$ cat src/rtl/sdm_pkg.sv
// Package: shared sizing helpers for the sigma-delta loop and its decimator.
// Assumes the filter order is 1 or 2 and the oversampling ratio is at least 2.
package sdm_pkg;

    // Width of the unsigned decimated word: it must hold K^order exactly.
    function automatic int word_width(input int k, input int order);
        int p;
        p = 1;
        for (int i = 0; i < order; i++) begin
            p = p * k;
        end
        return $clog2(p + 1);
    endfunction

    // Width of the loop accumulator: two guard bits over the sample width.
    function automatic int acc_width(input int in_w);
        return in_w + 2;
    endfunction

endpackage

$ cat src/rtl/sdm_modulator.sv
// Module: first-order single-bit sigma-delta loop.
// One integrator accumulates sample minus a +/-FS feedback value, with
// FS = 2^(IN_W-1). The quantizer bit is the accumulator sign (1 when >= 0).
// The bit comes straight from the registered accumulator, so it has no
// combinational path from the input. Assumes the input lies in [-FS, FS-1];
// with two guard bits the accumulator stays in [-2FS, 2FS-2].
module sdm_modulator
    import sdm_pkg::*;
#(
    parameter int IN_W = 8
) (
    input  logic                            clk,
    input  logic                            rst_n,
    input  logic signed [IN_W-1:0]          sample_i,
    output logic                            bit_o,
    output logic signed [acc_width(IN_W)-1:0] acc_o
);
    localparam int ACC_W = acc_width(IN_W);
    localparam logic signed [ACC_W-1:0] FB_POS = ACC_W'(2 ** (IN_W - 1));
    localparam logic signed [ACC_W-1:0] FB_NEG = -FB_POS;

    logic signed [ACC_W-1:0] acc_q;
    logic signed [ACC_W-1:0] acc_d;
    logic signed [ACC_W-1:0] sample_ext;
    logic                    decision;

    // Quantizer: sign of the integrator state.
    assign decision = ~acc_q[ACC_W-1];

    // Sign-extend the sample to accumulator width.
    assign sample_ext = {{(ACC_W - IN_W){sample_i[IN_W-1]}}, sample_i};

    // Next integrator value: add the sample, subtract the 1-bit DAC level.
    always_comb begin
        acc_d = acc_q + sample_ext - (decision ? FB_POS : FB_NEG);
    end

    // Integrator register.
    always_ff @(posedge clk) begin
        if (!rst_n) begin
            acc_q <= '0;
        end else begin
            acc_q <= acc_d;
        end
    end

    assign bit_o = decision;
    assign acc_o = acc_q;

endmodule

$ cat src/rtl/sdm_decimator.sv
// Module: decimating filter for the bitstream.
// Keeps a frame position of K bits. In the last cycle of a frame it raises
// frame_end_o and presents word_o, which includes that cycle's bit.
// ORDER 1 counts the ones in the frame. ORDER 2 runs two integrators at the
// input rate and two combs at frame rate, which gives a triangular window of
// 2K-1 bits. The arithmetic is modular at OUT_W bits; this is exact because
// the true result never exceeds K^ORDER. A clear zeroes all state and
// restarts the frame, and the bit of the clear cycle is dropped.
module sdm_decimator
    import sdm_pkg::*;
#(
    parameter int K     = 16,
    parameter int ORDER = 2,
    parameter int OUT_W = word_width(16, 2)
) (
    input  logic             clk,
    input  logic             rst_n,
    input  logic             clr_i,
    input  logic             bit_i,
    output logic             frame_end_o,
    output logic [OUT_W-1:0] word_o
);
    localparam int PH_W = (K > 1) ? $clog2(K) : 1;

    logic [PH_W-1:0]  phase_q;
    logic             last_bit;
    logic [OUT_W-1:0] bit_ext;
    logic [OUT_W-1:0] word_c;

    assign last_bit    = (phase_q == PH_W'(K - 1));
    assign frame_end_o = last_bit && !clr_i;
    assign bit_ext     = {{(OUT_W - 1){1'b0}}, bit_i};

    // Frame position counter, restarted by clear.
    always_ff @(posedge clk) begin
        if (!rst_n || clr_i) begin
            phase_q <= '0;
        end else if (last_bit) begin
            phase_q <= '0;
        end else begin
            phase_q <= phase_q + PH_W'(1);
        end
    end

    generate
        if (ORDER == 1) begin : g_box
            logic [OUT_W-1:0] cnt_q;

            assign word_c = cnt_q + bit_ext;

            // Ones counter, emptied at each frame end.
            always_ff @(posedge clk) begin
                if (!rst_n || clr_i) begin
                    cnt_q <= '0;
                end else if (frame_end_o) begin
                    cnt_q <= '0;
                end else begin
                    cnt_q <= word_c;
                end
            end
        end else begin : g_sinc2
            logic [OUT_W-1:0] int1_q;
            logic [OUT_W-1:0] int2_q;
            logic [OUT_W-1:0] int1_n;
            logic [OUT_W-1:0] int2_n;
            logic [OUT_W-1:0] mark2_q;
            logic [OUT_W-1:0] mark1_q;
            logic [OUT_W-1:0] comb1;

            assign int1_n = int1_q + bit_ext;
            assign int2_n = int2_q + int1_n;
            assign comb1  = int2_n - mark2_q;
            assign word_c = comb1 - mark1_q;

            // Integrator cascade at the oversampled rate.
            always_ff @(posedge clk) begin
                if (!rst_n || clr_i) begin
                    int1_q <= '0;
                    int2_q <= '0;
                end else begin
                    int1_q <= int1_n;
                    int2_q <= int2_n;
                end
            end

            // Comb delay registers, loaded once per frame.
            always_ff @(posedge clk) begin
                if (!rst_n || clr_i) begin
                    mark2_q <= '0;
                    mark1_q <= '0;
                end else if (frame_end_o) begin
                    mark2_q <= int2_n;
                    mark1_q <= comb1;
                end
            end
        end
    endgenerate

    assign word_o = word_c;

endmodule

$ cat src/rtl/sdm_settle.sv
// Module: output register and settling gate.
// It registers the filter word at each frame end and raises a one-cycle
// valid. After a reset or a clear, it withholds the first ORDER frame ends,
// because their windows still hold bits from before the clear. The word
// register holds its value whenever no valid is issued.
module sdm_settle #(
    parameter int ORDER = 2,
    parameter int OUT_W = 9
) (
    input  logic             clk,
    input  logic             rst_n,
    input  logic             clr_i,
    input  logic             frame_end_i,
    input  logic [OUT_W-1:0] word_i,
    output logic             valid_o,
    output logic [OUT_W-1:0] word_o
);
    localparam int SK_W = $clog2(ORDER + 1);

    logic [SK_W-1:0]  skip_q;
    logic             valid_q;
    logic [OUT_W-1:0] word_q;

    // Settling counter and valid strobe.
    always_ff @(posedge clk) begin
        if (!rst_n || clr_i) begin
            skip_q  <= SK_W'(ORDER);
            valid_q <= 1'b0;
        end else if (frame_end_i) begin
            if (skip_q != '0) begin
                skip_q  <= skip_q - SK_W'(1);
                valid_q <= 1'b0;
            end else begin
                valid_q <= 1'b1;
            end
        end else begin
            valid_q <= 1'b0;
        end
    end

    // Output word register, loaded only with a settled word.
    always_ff @(posedge clk) begin
        if (!rst_n) begin
            word_q <= '0;
        end else if (frame_end_i && !clr_i && (skip_q == '0)) begin
            word_q <= word_i;
        end
    end

    assign valid_o = valid_q;
    assign word_o  = word_q;

endmodule

$ cat src/rtl/sdm_adc_top.sv
// Module: top of the sigma-delta loop with its decimating filter.
// Chain: modulator -> decimator -> settling gate. resync_i clears the filter
// and the settling gate only; the loop integrator keeps running across a
// channel change. Assumes the samples stay within [-2^(IN_W-1), 2^(IN_W-1)-1],
// K >= 2 and ORDER is 1 or 2.
module sdm_adc_top
    import sdm_pkg::*;
#(
    parameter int IN_W  = 8,
    parameter int K     = 16,
    parameter int ORDER = 2
) (
    input  logic                                clk,
    input  logic                                rst_n,
    input  logic signed [IN_W-1:0]              sample_i,
    input  logic                                resync_i,
    output logic                                bit_o,
    output logic [word_width(K, ORDER)-1:0]     word_o,
    output logic                                word_valid_o
);
    localparam int OUT_W = word_width(K, ORDER);
    localparam int ACC_W = acc_width(IN_W);

    logic                    bit_w;
    logic signed [ACC_W-1:0] acc_w;
    logic                    frame_end_w;
    logic [OUT_W-1:0]        filt_word_w;

    sdm_modulator #(
        .IN_W (IN_W)
    ) u_mod (
        .clk      (clk),
        .rst_n    (rst_n),
        .sample_i (sample_i),
        .bit_o    (bit_w),
        .acc_o    (acc_w)
    );

    sdm_decimator #(
        .K     (K),
        .ORDER (ORDER),
        .OUT_W (OUT_W)
    ) u_dec (
        .clk         (clk),
        .rst_n       (rst_n),
        .clr_i       (resync_i),
        .bit_i       (bit_w),
        .frame_end_o (frame_end_w),
        .word_o      (filt_word_w)
    );

    sdm_settle #(
        .ORDER (ORDER),
        .OUT_W (OUT_W)
    ) u_set (
        .clk         (clk),
        .rst_n       (rst_n),
        .clr_i       (resync_i),
        .frame_end_i (frame_end_w),
        .word_i      (filt_word_w),
        .valid_o     (word_valid_o),
        .word_o      (word_o)
    );

    assign bit_o = bit_w;

endmodule

$ cat config.mk
export PLATFORM = sky130hd
export DESIGN_NAME = sdm_adc_top
export DESIGN_NICKNAME = d
export VERILOG_FILES = /design/src/rtl/sdm_pkg.sv /design/src/rtl/sdm_modulator.sv /design/src/rtl/sdm_decimator.sv /design/src/rtl/sdm_settle.sv /design/src/rtl/sdm_adc_top.sv
export SDC_FILE = /design/constraint.sdc
export NUM_CORES = 1
export LEC_CHECK = 0
export BUFFER_PORTS_ARGS = -buffer_cell sky130_fd_sc_hd__clkbuf_2
export CAP_MARGIN = 20
export CORE_ASPECT_RATIO = 1.2
export CORE_MARGIN = 1
export CORE_UTILIZATION = 66
export DETAILED_ROUTE_END_ITERATION = 6
export PLACE_DENSITY = 0.86
export SETUP_SLACK_MARGIN = 0.02
export SYNTH_ARGS = -nofsm -noshare
export SYNTH_HDL_FRONTEND = slang
export SYNTH_SLANG_ARGS = --single-unit
$ cat constraint.sdc
create_clock -name clk -period 9.73 [get_ports clk]
set_input_delay 1.4595 -clock clk [delete_from_list [all_inputs] [get_ports clk]]
set_output_delay 1.4595 -clock clk [all_outputs]
set_load 0.02 [all_outputs]
## Word-level counts from Yosys, hierarchy flattened

Index checks and enable logic that the tools add are counted.

| operators by class | value |
|---|---|
| add/subtract/negate cells | 8 |
| equality and inequality tests | 1 |
| multiplexer cells | 2 |
| bitwise operators | 2 |
| reductions and logical operators | 11 |

Operators with widths:

| operator | number |
|---|---|
| 9-bit subtractor | 2 |
| 10-bit by 8-bit adder with 10-bit output | 1 |
| 10-bit 2-to-1 mux | 1 |
| 10-bit subtractor | 1 |
| 9-bit by 1-bit adder with 9-bit output | 1 |
| 9-bit adder | 1 |
| 4-bit by 1-bit adder with 4-bit output (second input constant) | 1 |
| 4-bit equality test (second input constant) | 1 |
| 2-bit OR reduction | 2 |
| 1-bit logical AND | 3 |
| 1-bit zero test | 2 |
| 2-bit zero test | 1 |
| 1-bit NOT | 2 |
| 2-bit AND reduction | 1 |
| 2-bit nonzero test | 1 |
| 2-bit by 1-bit subtractor with 2-bit output (second input constant) | 1 |
| 1-bit logical OR | 1 |
| 1-bit 2-to-1 mux | 1 |

| storage, ports and cells | value |
|---|---|
| register bits after elaboration | 62 |
| input port bits | 11 |
| output and inout port bits | 11 |
| word-level logic and storage cells | 33 |

## Depth between registers and ports, before layout

Gate-level depths: netlist of run 1.

| depth | value |
|---|---|
| depth after elaboration | 5 |
| mapped depth | 22 |
| depth with buffers taken out | 22 |

## Hierarchy

Synthesis of run 1 repeated with hierarchy kept, for this count alone.

| unflattened totals | value |
|---|---|
| cells, all modules | 453 |
| area total of the unflattened synthesis | 3898.7 um^2 |

Modules (own cells, without submodules):

| module | instances | cells an instance | area an instance (um^2) | sequential area each (um^2) |
|---|---|---|---|---|
| sdm_decimator | 1 | 300 | 2534.9 | 800.8 |
| sdm_modulator | 1 | 99 | 849.6 | 200.2 |
| sdm_settle | 1 | 54 | 514.2 | 240.2 |

## Worst setup path before layout of run 1

OpenSTA, ideal clock, no wires.

| timing path | value |
|---|---|
| kind | register -> register |
| start | reg u_mod.acc_q[9] (netlist: u_mod.acc_o[9]) |
| end | reg u_set.word_q[8] (netlist: u_set.word_o[8]) |
| library setup time | 0.071 ns |
| arrival time | 4.020 ns |
| required time | 9.659 ns |
| path slack | 5.639 ns |
| cell stages (with the launch flop) | 21 |
| buffers on the path | 0 |
| clock period less this slack | 4.091 ns |
| cells stage by stage | dfxtp_1 -> inv_1 -> ha_1 -> ha_1 -> xor2_1 -> ha_1 -> nand3b_1 -> nand2_1 -> and3_4 -> a211oi_1 -> xnor2_1 -> ha_1 -> or2_2 -> o31ai_1 -> a21oi_1 -> xor2_1 -> ha_1 -> o41ai_1 -> xnor2_1 -> xnor2_1 -> o2bb2ai_1 |

| between the ends | value |
|---|---|
| cells in the longest elaborated chain, start to end | 5 |

RTL lines:

| item | RTL line | source |
|---|---|---|
| from (decl) | sdm_modulator.sv:22 | `logic signed [ACC_W-1:0] acc_q;` |
| from (signal assigned) | sdm_modulator.sv:41 | `acc_q <= '0;` |
| from (signal assigned) | sdm_modulator.sv:43 | `acc_q <= acc_d;` |
| 1-bit NOT | sdm_modulator.sv:28 | `assign decision = ~acc_q[ACC_W-1];` |
| net bit_o | sdm_adc_top.sv:17 | `output logic bit_o,` |
| 9-bit by 1-bit adder with 9-bit output | sdm_decimator.sv:70 | `assign int1_n = int1_q + bit_ext;` |
| net u_dec.g_sinc2.int1_n[2] | sdm_decimator.sv:64 | `logic [OUT_W-1:0] int1_n;` |
| 9-bit adder | sdm_decimator.sv:71 | `assign int2_n = int2_q + int1_n;` |
| net u_dec.g_sinc2.int2_n[6] | sdm_decimator.sv:65 | `logic [OUT_W-1:0] int2_n;` |
| 9-bit subtractor | sdm_decimator.sv:72 | `assign comb1 = int2_n - mark2_q;` |
| net u_dec.g_sinc2.comb1[7] | sdm_decimator.sv:68 | `logic [OUT_W-1:0] comb1;` |
| 9-bit subtractor | sdm_decimator.sv:73 | `assign word_c = comb1 - mark1_q;` |
| to (signal assigned) | sdm_settle.sv:46 | `word_q <= word_i;` |
| to (decl) | sdm_settle.sv:22 | `logic [OUT_W-1:0] word_q;` |

The timed path passes the listed nets, and every way through them passes these cells.
A chain may end at the register's enable or synchronous reset.

## Worst setup path in the final report of run 1

| timing path | value |
|---|---|
| start | reg u_mod.acc_q[9] (netlist: u_mod.acc_o[9]) |
| end | reg u_set.word_q[8] (netlist: u_set.word_o[8]) |

| between the ends | value |
|---|---|
| cells in the longest elaborated chain, start to end | 5 |

RTL lines:

| item | RTL line |
|---|---|
| 1-bit NOT | sdm_modulator.sv:28 |
| 9-bit by 1-bit adder with 9-bit output | sdm_decimator.sv:70 |
| net u_dec.g_sinc2.int1_n[1] | sdm_decimator.sv:64 |
| 9-bit adder | sdm_decimator.sv:71 |
| net u_dec.g_sinc2.int2_n[1] | sdm_decimator.sv:65 |
| 9-bit subtractor | sdm_decimator.sv:72 |
| net u_dec.g_sinc2.comb1[5] | sdm_decimator.sv:68 |
| 9-bit subtractor | sdm_decimator.sv:73 |

The timed path passes the listed nets, and every way through them passes these cells.

==> results of run 1 <==
worst max-delay path by stage:
stage	from	endpoint	cells past startpoint
floorplan	u_mod.acc_o[9]$_SDFF_PN0_	u_set.word_o[8]$_SDFFE_PN0P_	20
global placement	u_mod.acc_o[9]$_SDFF_PN0_	u_set.word_o[8]$_SDFFE_PN0P_	20
detailed placement	u_mod.acc_o[9]$_SDFF_PN0_	u_set.word_o[8]$_SDFFE_PN0P_	20
CTS	u_mod.acc_o[9]$_SDFF_PN0_	u_set.word_o[8]$_SDFFE_PN0P_	22
global route	u_mod.acc_o[9]$_SDFF_PN0_	u_set.word_o[8]$_SDFFE_PN0P_	20
finish	u_mod.acc_o[9]$_SDFF_PN0_	u_set.word_o[8]$_SDFFE_PN0P_	20
cells by family (layout without fill, tap and decap cells):
group | count (synthesis) | count (layout) | synth area share [%]
AO/OA/AOI/OAI | 72 | 72 | 12.4
flip-flops | 62 | 62 | 34.1
adder cells (fa/ha/maj) | 52 | 52 | 18.7
XOR/XNOR | 36 | 36 | 9.31
buffers and inverters | 68 | 96 | 7.01
multiplexers | 2 | 2 | 0.550
AND/OR/NAND/NOR | 136 | 136 | 17.9
through the flow:
step           total power [mW]  hold slack [ns]  util [%]  instance area (sq um)  setup slack [ns]
3_3_place_gp              0.649            0.438      71.5                   3790              5.54
6_report                  0.925            0.452      76.0                   4030              5.20
5_1_grt                   0.990            0.473      76.0                   4030              4.81
3_5_place_dp              0.664            0.446      71.5                   3790              5.34
4_1_cts                   0.922            0.456      75.7                   4010              5.25
2_1_floorplan             0.593            0.432         -                   3640              5.64
worst min-delay path, delay by kind of cell, from the launching register on:
family	cells	cell delay [ns]
AOI/OAI and AO/OA	1	0.05
DFF	1	0.31
and+or+nand+nor	1	0.05
where the power goes:
part           internal, mW  switching (mW)
logic                 0.176           0.214
registers             0.273         0.00690
clock network         0.150           0.106
total                 0.598           0.327
flip-flops by register name, indices dropped and copies added, names as in the netlist:
| register | cells |
|---|---|
| u_mod.acc_o | 10 |
| u_dec.g_sinc2.int1_q | 9 |
| u_dec.g_sinc2.int2_q | 9 |
| u_dec.g_sinc2.mark1_q | 9 |
| u_dec.g_sinc2.mark2_q | 9 |
| u_set.word_o | 9 |
| u_dec.phase_q | 4 |
| u_set.skip_q | 2 |
| u_set.valid_o | 1 |
final cells by class:
type / instances / area (sq um) / share of cell area (%)
multi-input combinational: 298 / 2140 / 53.2
sequential: 62 / 1240 / 30.8
timing repair buffer: 23 / 128 / 3.17
clock buffer: 10 / 138 / 3.42
inverter: 57 / 214 / 5.31
tap: 62 / 77.6 / 1.93
clock inverter: 6 / 85.1 / 2.11
cells in the final DEF, fill, tap and decap left out, drive strengths merged, types with 8 or more instances in the layout:
cell    count
nand3       8
inv        56
dfxtp      62
clkbuf     31
a21oi      31
o21ai      13
nor3        8
nor2       32
nor2b       8
and2       13
ha         48
xor2       10
nand2      50
xnor2      25
a21o        8
per-layer routing:
layer / global-route usage [%] / vias up / wire, um
met4: 19.1 / 0 / 266
met3: 5.58 / 24 / 305
met1: 29.5 / 1368 / 2930
met2: 49.1 / 81 / 3940
li1: - / 1442 / -
met5: 0 / - / 0
==> flow_metrics.py, run 1 <==
metrics = {
    "status": {
        "status": "finished clean",
    },
    "sta": {
        "finalSetupViolCount": 0,
        "fmax_mhz": 221,
        "finalCriticalPeriod_ns": 4.53,
        "drv_slew": 0,
        "fin_setup_tns_ns": 0,
        "fin_crit_sh_pct": 46.5,
        "skew_ns": 0.00937,
        "tightest_slew_ns": 0.862,
        "hold_viol_final": 0,
        "max_slew_margin_pct": 42.3,
        "rsz0062_at_grt": "false",
    },
    "global_route": {
        "grt_pass1_vias": 2933,
        "grt_remaining_overflow": 0,
        "antenna_found_initial": 0,
        "grt_pass1_wl_um": 12700,
        "grt_usage_pct": 27.9,
        "grt_max_degree": 29,
    },
    "layout": {
        "fin_cells": 518,
        "syn2layout_area_growth_pct": 10.6,
        "drive_gt1_share_pct": 10.7,
        "finalNetCount": 514,
        "diodes": 0,
        "fill_cells": 376,
    },
    "place": {
        "dp_cells": 501,
        "place_congestion": 0.858,
        "portBuffers": 21,
        "dp_hpwl_um": 5110,
    },
    "synthesis": {
        "yosysSeqAreaShare_pct": 34.1,
        "syn-num-nets": 491,
        "synth_flop_cell": "dfxtp_1",
        "synth-async-reset-ratio_pct": 0,
        "ys_warn_count": 0,
        "synth_cell_types": 45,
        "mappedNetlistArea_sq_mm": 0.00364,
        "avgSynthCellArea_sq_um": 8.51,
        "synth_commonest_cells": "dfxtp_1, inv_1, nand2_1",
        "synth_most_common_cell": "dfxtp_1",
        "synth_seq_cells": 62,
        "yosysTopAreaCell": "dfxtp_1",
        "synth-edff-count": 0,
        "netlist.area_leader.share_pct": 34.1,
        "netlist_instances": 428,
        "synth_area_leaders": "dfxtp_1, ha_1, inv_1, xnor2_1, nand2_1",
    },
    "worst_hold_path": {
        "worstHoldPathType": "reg -> reg",
        "whs_endpoint": "u_dec.g_sinc2.mark1_q[3]$_SDFFE_PP0P_",
        "hp-start": "u_dec.g_sinc2.mark1_q[3]$_SDFFE_PP0P_",
        "holdPathStages": 2,
    },
    "detailed_routing": {
        "wl_per_cell_um": 14.4,
        "ant_nets": 0,
        "via_per_inst": 5.63,
        "vias": 2915,
        "dr.pass1.iters": 4,
        "wl_um": 7450,
        "drt_iter0_markers": 165,
        "drc": 0,
    },
    "clock_network": {
        "ctsResizeCount": 0,
        "cts_buffer_depth": 2,
        "insertion_delay_ns": 0.36,
        "cts_setup_buffers": 0,
        "htreeDepth": 3,
        "cts-buffers-inserted": 9,
        "cts-root-buf": "clkbuf_8",
        "cts_tree": "done",
        "clkTransAtPathRegs_ns": 0.07,
        "clock-sinks": 62,
        "cts_hold_buf": 0,
    },
    "worst_setup_path": {
        "arrival_ns": 4.82,
        "max_stage_delay_ns": 0.61,
        "crit_slowest_cell": "fa_1",
        "reg2reg_slack_ns": 5.20,
        "end_kind": "flop",
        "critPathKind": "reg -> reg",
        "critPathBufInv": 3,
        "cp_cell_sequence": "inv_1 -> ha_1 -> ha_1 -> inv_1 -> fa_1 -> inv_1 -> ha_1 -> nor2b_1 -> o21ai_0 -> a21boi_0 -> o21ai_0 -> nor2b_1 -> xnor2_1 -> ha_1 -> nand2_1 -> o21ai_1 -> o41ai_1 -> xnor2_1 -> xnor2_1 -> o2bb2ai_1",
        "r2r-start": "u_mod.acc_o[9]$_SDFF_PN0_",
        "worstPathMaxFanout": 4,
        "r2r_end": "u_set.word_o[8]$_SDFFE_PN0P_",
        "crit_family": "adder cells",
        "r2r_cells": 20,
        "cpMostUsedCell": "ha_1",
        "start_kind": "flop",
        "critPathRequiredTime_ns": 10.03,
    },
    "job": {
        "cap_violations": 0,
    },
    "pwr": {
        "vdd_drop_max_v": 0.000123,
        "power_density_mw_per_mm2": 230,
        "p_leak_nw": 1.84,
    },
    "floorplanning": {
        "initial_utilization_pct": 68.7,
        "die_h_um": 83.4,
        "core_area_sq_mm": 0.00530,
        "io_pins": 22,
        "rows": 29,
        "die_x_um": 69.8,
        "die_area_sq_mm": 0.00582,
    },
}
No activity file was read; power rests on OpenSTA's default activity.
==> run 2, diff against run 1 <==
Settings changed: ABC_AREA set to 1, CORE_UTILIZATION 66 to 61, PLACE_DENSITY 0.86 to 0.8.
Clock period 9.73 ns to 4.5 ns, I/O delays scaled along.
==> run 2 against run 1 <==
Maximum frequency is 8.4% higher; non-clock buffer count grew 8; clock-buffer cell count rose by 3; first-iteration DRC count decreased by 13%; area after synthesis increased by 7.6%; flip-flop and latch count stayed put; clock power is 130% higher; cell count increased by 25%; combinational power grew 150%.
==> flow_metrics.py, run 2 <==
metrics = {
    "worst_setup_path": {
        "arrival_ns": 4.47,
        "critPathKind": "reg -> reg",
        "crit_slowest_cell": "ha_1",
        "startpoint": "u_mod.acc_o[9]$_SDFF_PN0_",
        "critPathRequiredTime_ns": 4.79,
        "end_kind": "flop",
        "worstPathMaxFanout": 5,
        "max_stage_delay_ns": 0.40,
        "crit_family": "adder cells",
        "critPathBufInv": 2,
        "r2r-start": "u_mod.acc_o[9]$_SDFF_PN0_",
        "start_kind": "flop",
    },
    "floorplanning": {
        "core_area_sq_mm": 0.00613,
        "die_x_um": 75.2,
        "rows": 31,
        "die_h_um": 89.8,
        "die_area_sq_mm": 0.00675,
        "initial_utilization_pct": 63.9,
        "io_pins": 22,
    },
    "global_route": {
        "grt_remaining_overflow": 0,
        "grt_pass1_wl_um": 13000,
        "antenna_found_initial": 0,
        "grt_usage_pct": 24.8,
        "grt_max_degree": 33,
        "grt_pass1_vias": 3049,
    },
    "synthesis": {
        "ys_warn_count": 0,
        "avgSynthCellArea_sq_um": 7.41,
        "synth_cell_types": 32,
        "yosysSeqAreaShare_pct": 31.7,
        "mappedNetlistArea_sq_mm": 0.00392,
        "synth-async-reset-ratio_pct": 0,
        "synth_area_leaders": "dfxtp_1, ha_1, inv_1, a21oi_1, o21ai_0",
        "netlist.area_leader.share_pct": 31.7,
        "synth_seq_cells": 62,
        "netlist_instances": 529,
        "synth_flop_cell": "dfxtp_1",
        "syn-num-nets": 592,
        "synth_commonest_cells": "inv_1, dfxtp_1, a21oi_1",
        "synth-edff-count": 0,
        "synth_most_common_cell": "inv_1",
        "yosysTopAreaCell": "dfxtp_1",
    },
    "detailed_routing": {
        "ant_nets": 0,
        "wl_per_cell_um": 12.1,
        "dr.pass1.iters": 4,
        "via_per_inst": 5.18,
        "wl_um": 7900,
        "drt_iter0_markers": 144,
        "drc": 0,
        "vias": 3368,
    },
    "sta": {
        "fin_setup_tns_ns": 0,
        "tightest_slew_ns": 0.587,
        "skew_ns": 0.00859,
        "finalSetupViolCount": 0,
        "finalCriticalPeriod_ns": 4.18,
        "max_slew_margin_pct": 60.8,
        "fin_crit_sh_pct": 92.8,
        "drv_slew": 0,
        "fmax_mhz": 239,
        "rsz0062_at_grt": "false",
        "hold_viol_final": 0,
    },
    "clock_network": {
        "cts-buffers-inserted": 9,
        "cts-root-buf": "clkbuf_8",
        "htreeDepth": 3,
        "cts_buffer_depth": 2,
        "clkTransAtPathRegs_ns": 0.07,
        "cts_tree": "done",
        "insertion_delay_ns": 0.35,
        "clock-sinks": 62,
    },
    "status": {
        "status": "finished clean",
    },
    "pwr": {
        "p_leak_nw": 2.37,
        "power_density_mw_per_mm2": 484,
        "vdd_drop_max_v": 0.000227,
    },
    "layout": {
        "diodes": 0,
        "finish.utilization_pct": 72.7,
        "largest_reg_flops": 10,
        "final_cell_mix": "inv_1, dfxtp_1, a21oi_1, ha_1, o21ai_0",
        "fill_cells": 476,
        "finalNetCount": 626,
        "layout_commonest_cell": "inv_1",
        "syn2layout_area_growth_pct": 13.8,
        "drive_gt1_share_pct": 15.0,
    },
    "place": {
        "portBuffers": 21,
        "place_congestion": 0.879,
        "dp_hpwl_um": 5540,
    },
    "worst_hold_path": {
        "worstHoldPathType": "reg -> reg",
        "hp-start": "u_set.skip_q[0]$_SDFFE_PP0P_",
    },
    "job": {
        "cap_violations": 0,
    },
}
## run 2: changes by cell type in the layout (fill, tap and decap cells not counted), moves of 8 or more
cell,previous run,this run
a21oi_1,31,56
and2_1,13,0
buf_4,1,10
inv_1,56,123
nand2_1,50,42
nand2_2,0,10
nand3_1,7,22
nor2_1,32,41
nor2b_1,8,0
o21ai_0,10,43
xnor2_1,24,6
## run 2: where the power goes
part | leakage (nW) | switching, mW | internal (mW) | total (mW)
clock | 0.120 | 0.231 | 0.357 | 0.588
combinational | 1.75 | 0.561 | 0.404 | 0.965
sequential | 0.503 | 0.0139 | 0.591 | 0.605
## run 2: logic make-up (layout without fill, tap and decap cells)
kind of cell    count (synthesis)  count (layout)  share of synthesized area, %
simple gates                  135             135                          16.4
fa+ha+maj                      52              52                          17.4
flops                          62              62                          31.7
compound gates                120             120                          16.2
buf+inv                       137             176                          13.2
xor+xnor                       23              23                          5.14
## run 2: per-layer routing
metal | share of wire (%) | track usage (%) | vias to the layer above
li1 | - | - | 1746
met1 | 44 | 29.5 | 1536
met2 | 50 | 42.1 | 74
met3 | 4.0 | 3.36 | 12
met4 | 2.1 | 13.0 | 0
met5 | 0 | 0 | -
## run 2: repair_timing
item | in CTS | in global routing
setup buffers | 0 | 9
hold buffers | 0 | 0
setup endpoints to repair | 0 | 3
resized for setup | 0 | 16
## run 2: worst paths after layout
kind / end / slack (ns) / cells after the start
max reg2reg: u_set.word_o[8]$_SDFFE_PN0P_ / 0.32 / 25
max: u_set.word_o[8]$_SDFFE_PN0P_ / 0.32 / 25
min reg2reg: u_set.skip_q[0]$_SDFFE_PP0P_ / 0.45 / 1
min: u_set.skip_q[0]$_SDFFE_PP0P_ / 0.45 / 1
## run 2: worst reg2reg max path: stages, from the launching register on
cell and delay (ns):
dfxtp_2 0.35, inv_2 0.06, ha_1 0.20, ha_2 0.19
nand2_2 0.13, inv_1 0.07, nor2_1 0.09, ha_1 0.29
a21oi_2 0.16, nand2_2 0.09, a21oi_2 0.12, o21bai_1 0.09
xor2_1 0.20, ha_1 0.40, nand2_2 0.09, nor3_2 0.10
nand2_1 0.07, o211ai_1 0.10, xor2_1 0.22, ha_2 0.33
a21oi_1 0.16, nand3_1 0.11, xnor2_1 0.21, nand3b_1 0.13
nand2_1 0.06, a21oi_2 0.10
## run 2: final cells by class
type	instances	area (sq um)	share of cell area [%]
Inverter	129	484	10.9
Clock inverter	3	65.1	1.46
Multi-Input combinational cell	330	2210	49.7
Timing Repair Buffer	31	180	4.04
Tap cell	82	103	2.30
Sequential cell	62	1240	27.9
Clock buffer	13	169	3.79
## run 2: through the flow
step           hold slack [ns]  instance area (sq um)  power, mW  setup WS, ns  instances
2_1_floorplan            0.418                   3920       1.36         0.526        529
3_3_place_gp             0.430                   4100       1.50         0.184        625
3_5_place_dp             0.438                   4100       1.53        0.0698        625
4_1_cts                  0.450                   4330       2.12        0.0349        641
5_1_grt                  0.482                   4460       2.34        0.0172        650
6_report                 0.446                   4460       2.16         0.324        650
==> run 3, diff against run 2 <==
Settings changed: ABC_AREA 1 to 0, CAP_MARGIN 20 to unset.
==> run 3 against run 2 <==
Cell count fell by 17%; sequential share of layout area rose by 2.3 points; combinational power fell by 11%; critical path depth fell by 3; hold slack improved by 0.0066 ns.
==> flow_metrics.py, run 3 (synthesis results as in run 1) <==
metrics = {
    "clock_network": {
        "htreeDepth": 3,
        "cts-buffers-inserted": 9,
        "cts_buffer_depth": 2,
        "clkTransAtPathRegs_ns": 0.07,
        "cts_tree": "done",
        "clock-sinks": 62,
        "cts_hold_buf": 0,
        "cts-root-buf": "clkbuf_8",
        "insertion_delay_ns": 0.34,
    },
    "sta": {
        "tightest_slew_ns": 1.17,
        "fmax_mhz": 233,
        "fin_crit_sh_pct": 95.3,
        "hold_viol_final": 0,
        "max_slew_margin_pct": 22.3,
        "drv_slew": 0,
        "finalCriticalPeriod_ns": 4.29,
        "finalSetupViolCount": 0,
        "whs_ns": 0.453,
        "skew_ns": 0.00543,
    },
    "place": {
        "place_congestion": 0.837,
        "dp_hpwl_um": 5260,
        "portBuffers": 21,
        "dp_cells": 523,
        "place_area_sq_mm": 0.00384,
    },
    "layout": {
        "drive_gt1_share_pct": 14.1,
        "stdcell_area_sq_mm": 0.00413,
        "largest_reg_flops": 10,
        "layout_commonest_cell": "dfxtp_1",
        "fin_cells": 542,
        "final_cell_mix": "dfxtp_1, inv_1, nand2_1, ha_1, nor2_1",
        "finalNetCount": 520,
        "syn2layout_area_growth_pct": 13.4,
        "diodes": 0,
    },
    "global_route": {
        "grt_pass1_vias": 2769,
        "grt_max_degree": 29,
        "grt_usage_pct": 24.7,
        "grt_remaining_overflow": 0,
        "antenna_found_initial": 0,
        "grt_pass1_wl_um": 11900,
    },
    "detailed_routing": {
        "wl_um": 7410,
        "drc": 0,
        "vias": 2883,
        "ant_nets": 0,
        "drt_iter0_markers": 138,
        "wl_per_cell_um": 13.7,
        "via_per_inst": 5.32,
        "dr.pass1.iters": 4,
    },
    "worst_setup_path": {
        "start_kind": "flop",
        "end_kind": "flop",
        "critPathKind": "reg -> reg",
        "reg2reg_slack_ns": 0.21,
        "critPathRequiredTime_ns": 4.77,
        "worstPathMaxFanout": 4,
        "arrival_ns": 4.56,
    },
    "floorplanning": {
        "rows": 30,
        "initial_utilization_pct": 63.8,
        "die_x_um": 72.5,
        "io_pins": 22,
        "die_h_um": 86.6,
        "die_area_sq_mm": 0.00628,
        "core_area_sq_mm": 0.00571,
    },
    "job": {
        "cap_violations": 0,
    },
    "pwr": {
        "vdd_drop_max_v": 0.000278,
        "p_total_mw": 2.02,
        "power_density_mw_per_mm2": 489,
        "p_leak_nw": 1.88,
    },
    "status": {
        "status": "finished clean",
    },
    "worst_hold_path": {
        "worstHoldPathType": "reg -> reg",
    },
}
## run 3: cell count changes in the layout (fill, tap and decap cells not counted), moves of 6 or more
cell,before,now
xnor2_1,6,23
o21ai_0,43,10
nor2b_1,0,8
nand2_1,42,50
nor2_1,41,32
inv_1,123,55
a21oi_1,56,29
a21o_1,1,8
nand2_2,10,0
nand3_1,22,7
and2_1,0,13
a211oi_1,0,6
## run 3: worst max-delay path, cell delays in order, from the launching register on
cell	delay, ns
dfxtp_4	0.37
inv_2	0.05
ha_1	0.20
ha_2	0.33
inv_1	0.07
fa_2	0.34
nand3b_1	0.16
nand2_1	0.09
and3_4	0.21
a211oi_2	0.04
xnor2_1	0.27
ha_1	0.32
or2_4	0.27
o31ai_1	0.07
a21oi_1	0.11
xor2_1	0.30
ha_2	0.27
nor3_1	0.05
nor2_1	0.15
o41ai_2	0.10
xnor2_1	0.19
xnor2_1	0.14
o2bb2ai_1	0.12
## run 3: through the flow
step	setup WS, ns	TNS (ns)	util [%]
CTS	0.103	0	71.3
detailed placement	0.150	0	67.3
finish	0.210	0	72.4
global route	-0.0288	-0.0288	72.4
global placement	0.299	0	67.3
floorplan	0.409	0	-
## run 3: cell type report
class	count	area, sq um
sequential	62	1240
timing repair buffer	29	165
fill	467	1580
clock buffer	10	138
multi-input combinational	298	2180
clock inverter	6	85.1
tap	80	100
inverter	57	214
## run 3: worst paths after layout
check,start,end,cells past startpoint
worst max-delay path,u_mod.acc_o[9]$_SDFF_PN0_,u_set.word_o[8]$_SDFFE_PN0P_,22
worst min-delay path,u_set.word_o[5]$_SDFFE_PN0P_,u_set.word_o[5]$_SDFFE_PN0P_,2
worst max register to register,u_mod.acc_o[9]$_SDFF_PN0_,u_set.word_o[8]$_SDFFE_PN0P_,22
worst min register to register,u_set.word_o[5]$_SDFFE_PN0P_,u_set.word_o[5]$_SDFFE_PN0P_,2
## run 3: timing repair
item                                    in CTS  in global routing
buffers inserted                             0                  3
gates resized for setup                      0                 12
endpoints found under the setup margin       0                  3
## run 3: power by group
group	internal, mW	total [mW]	switching (mW)
logic	0.398	0.862	0.464
registers	0.591	0.607	0.0156
clock network	0.325	0.548	0.224
## run 3: layer usage
layer,GRT usage (%),vias to the layer above,wire [um]
li1,-,1458,-
met1,27.1,1354,3160
met2,44.4,54,3830
met3,5.47,17,222
met4,12.1,0,199
met5,0,-,0
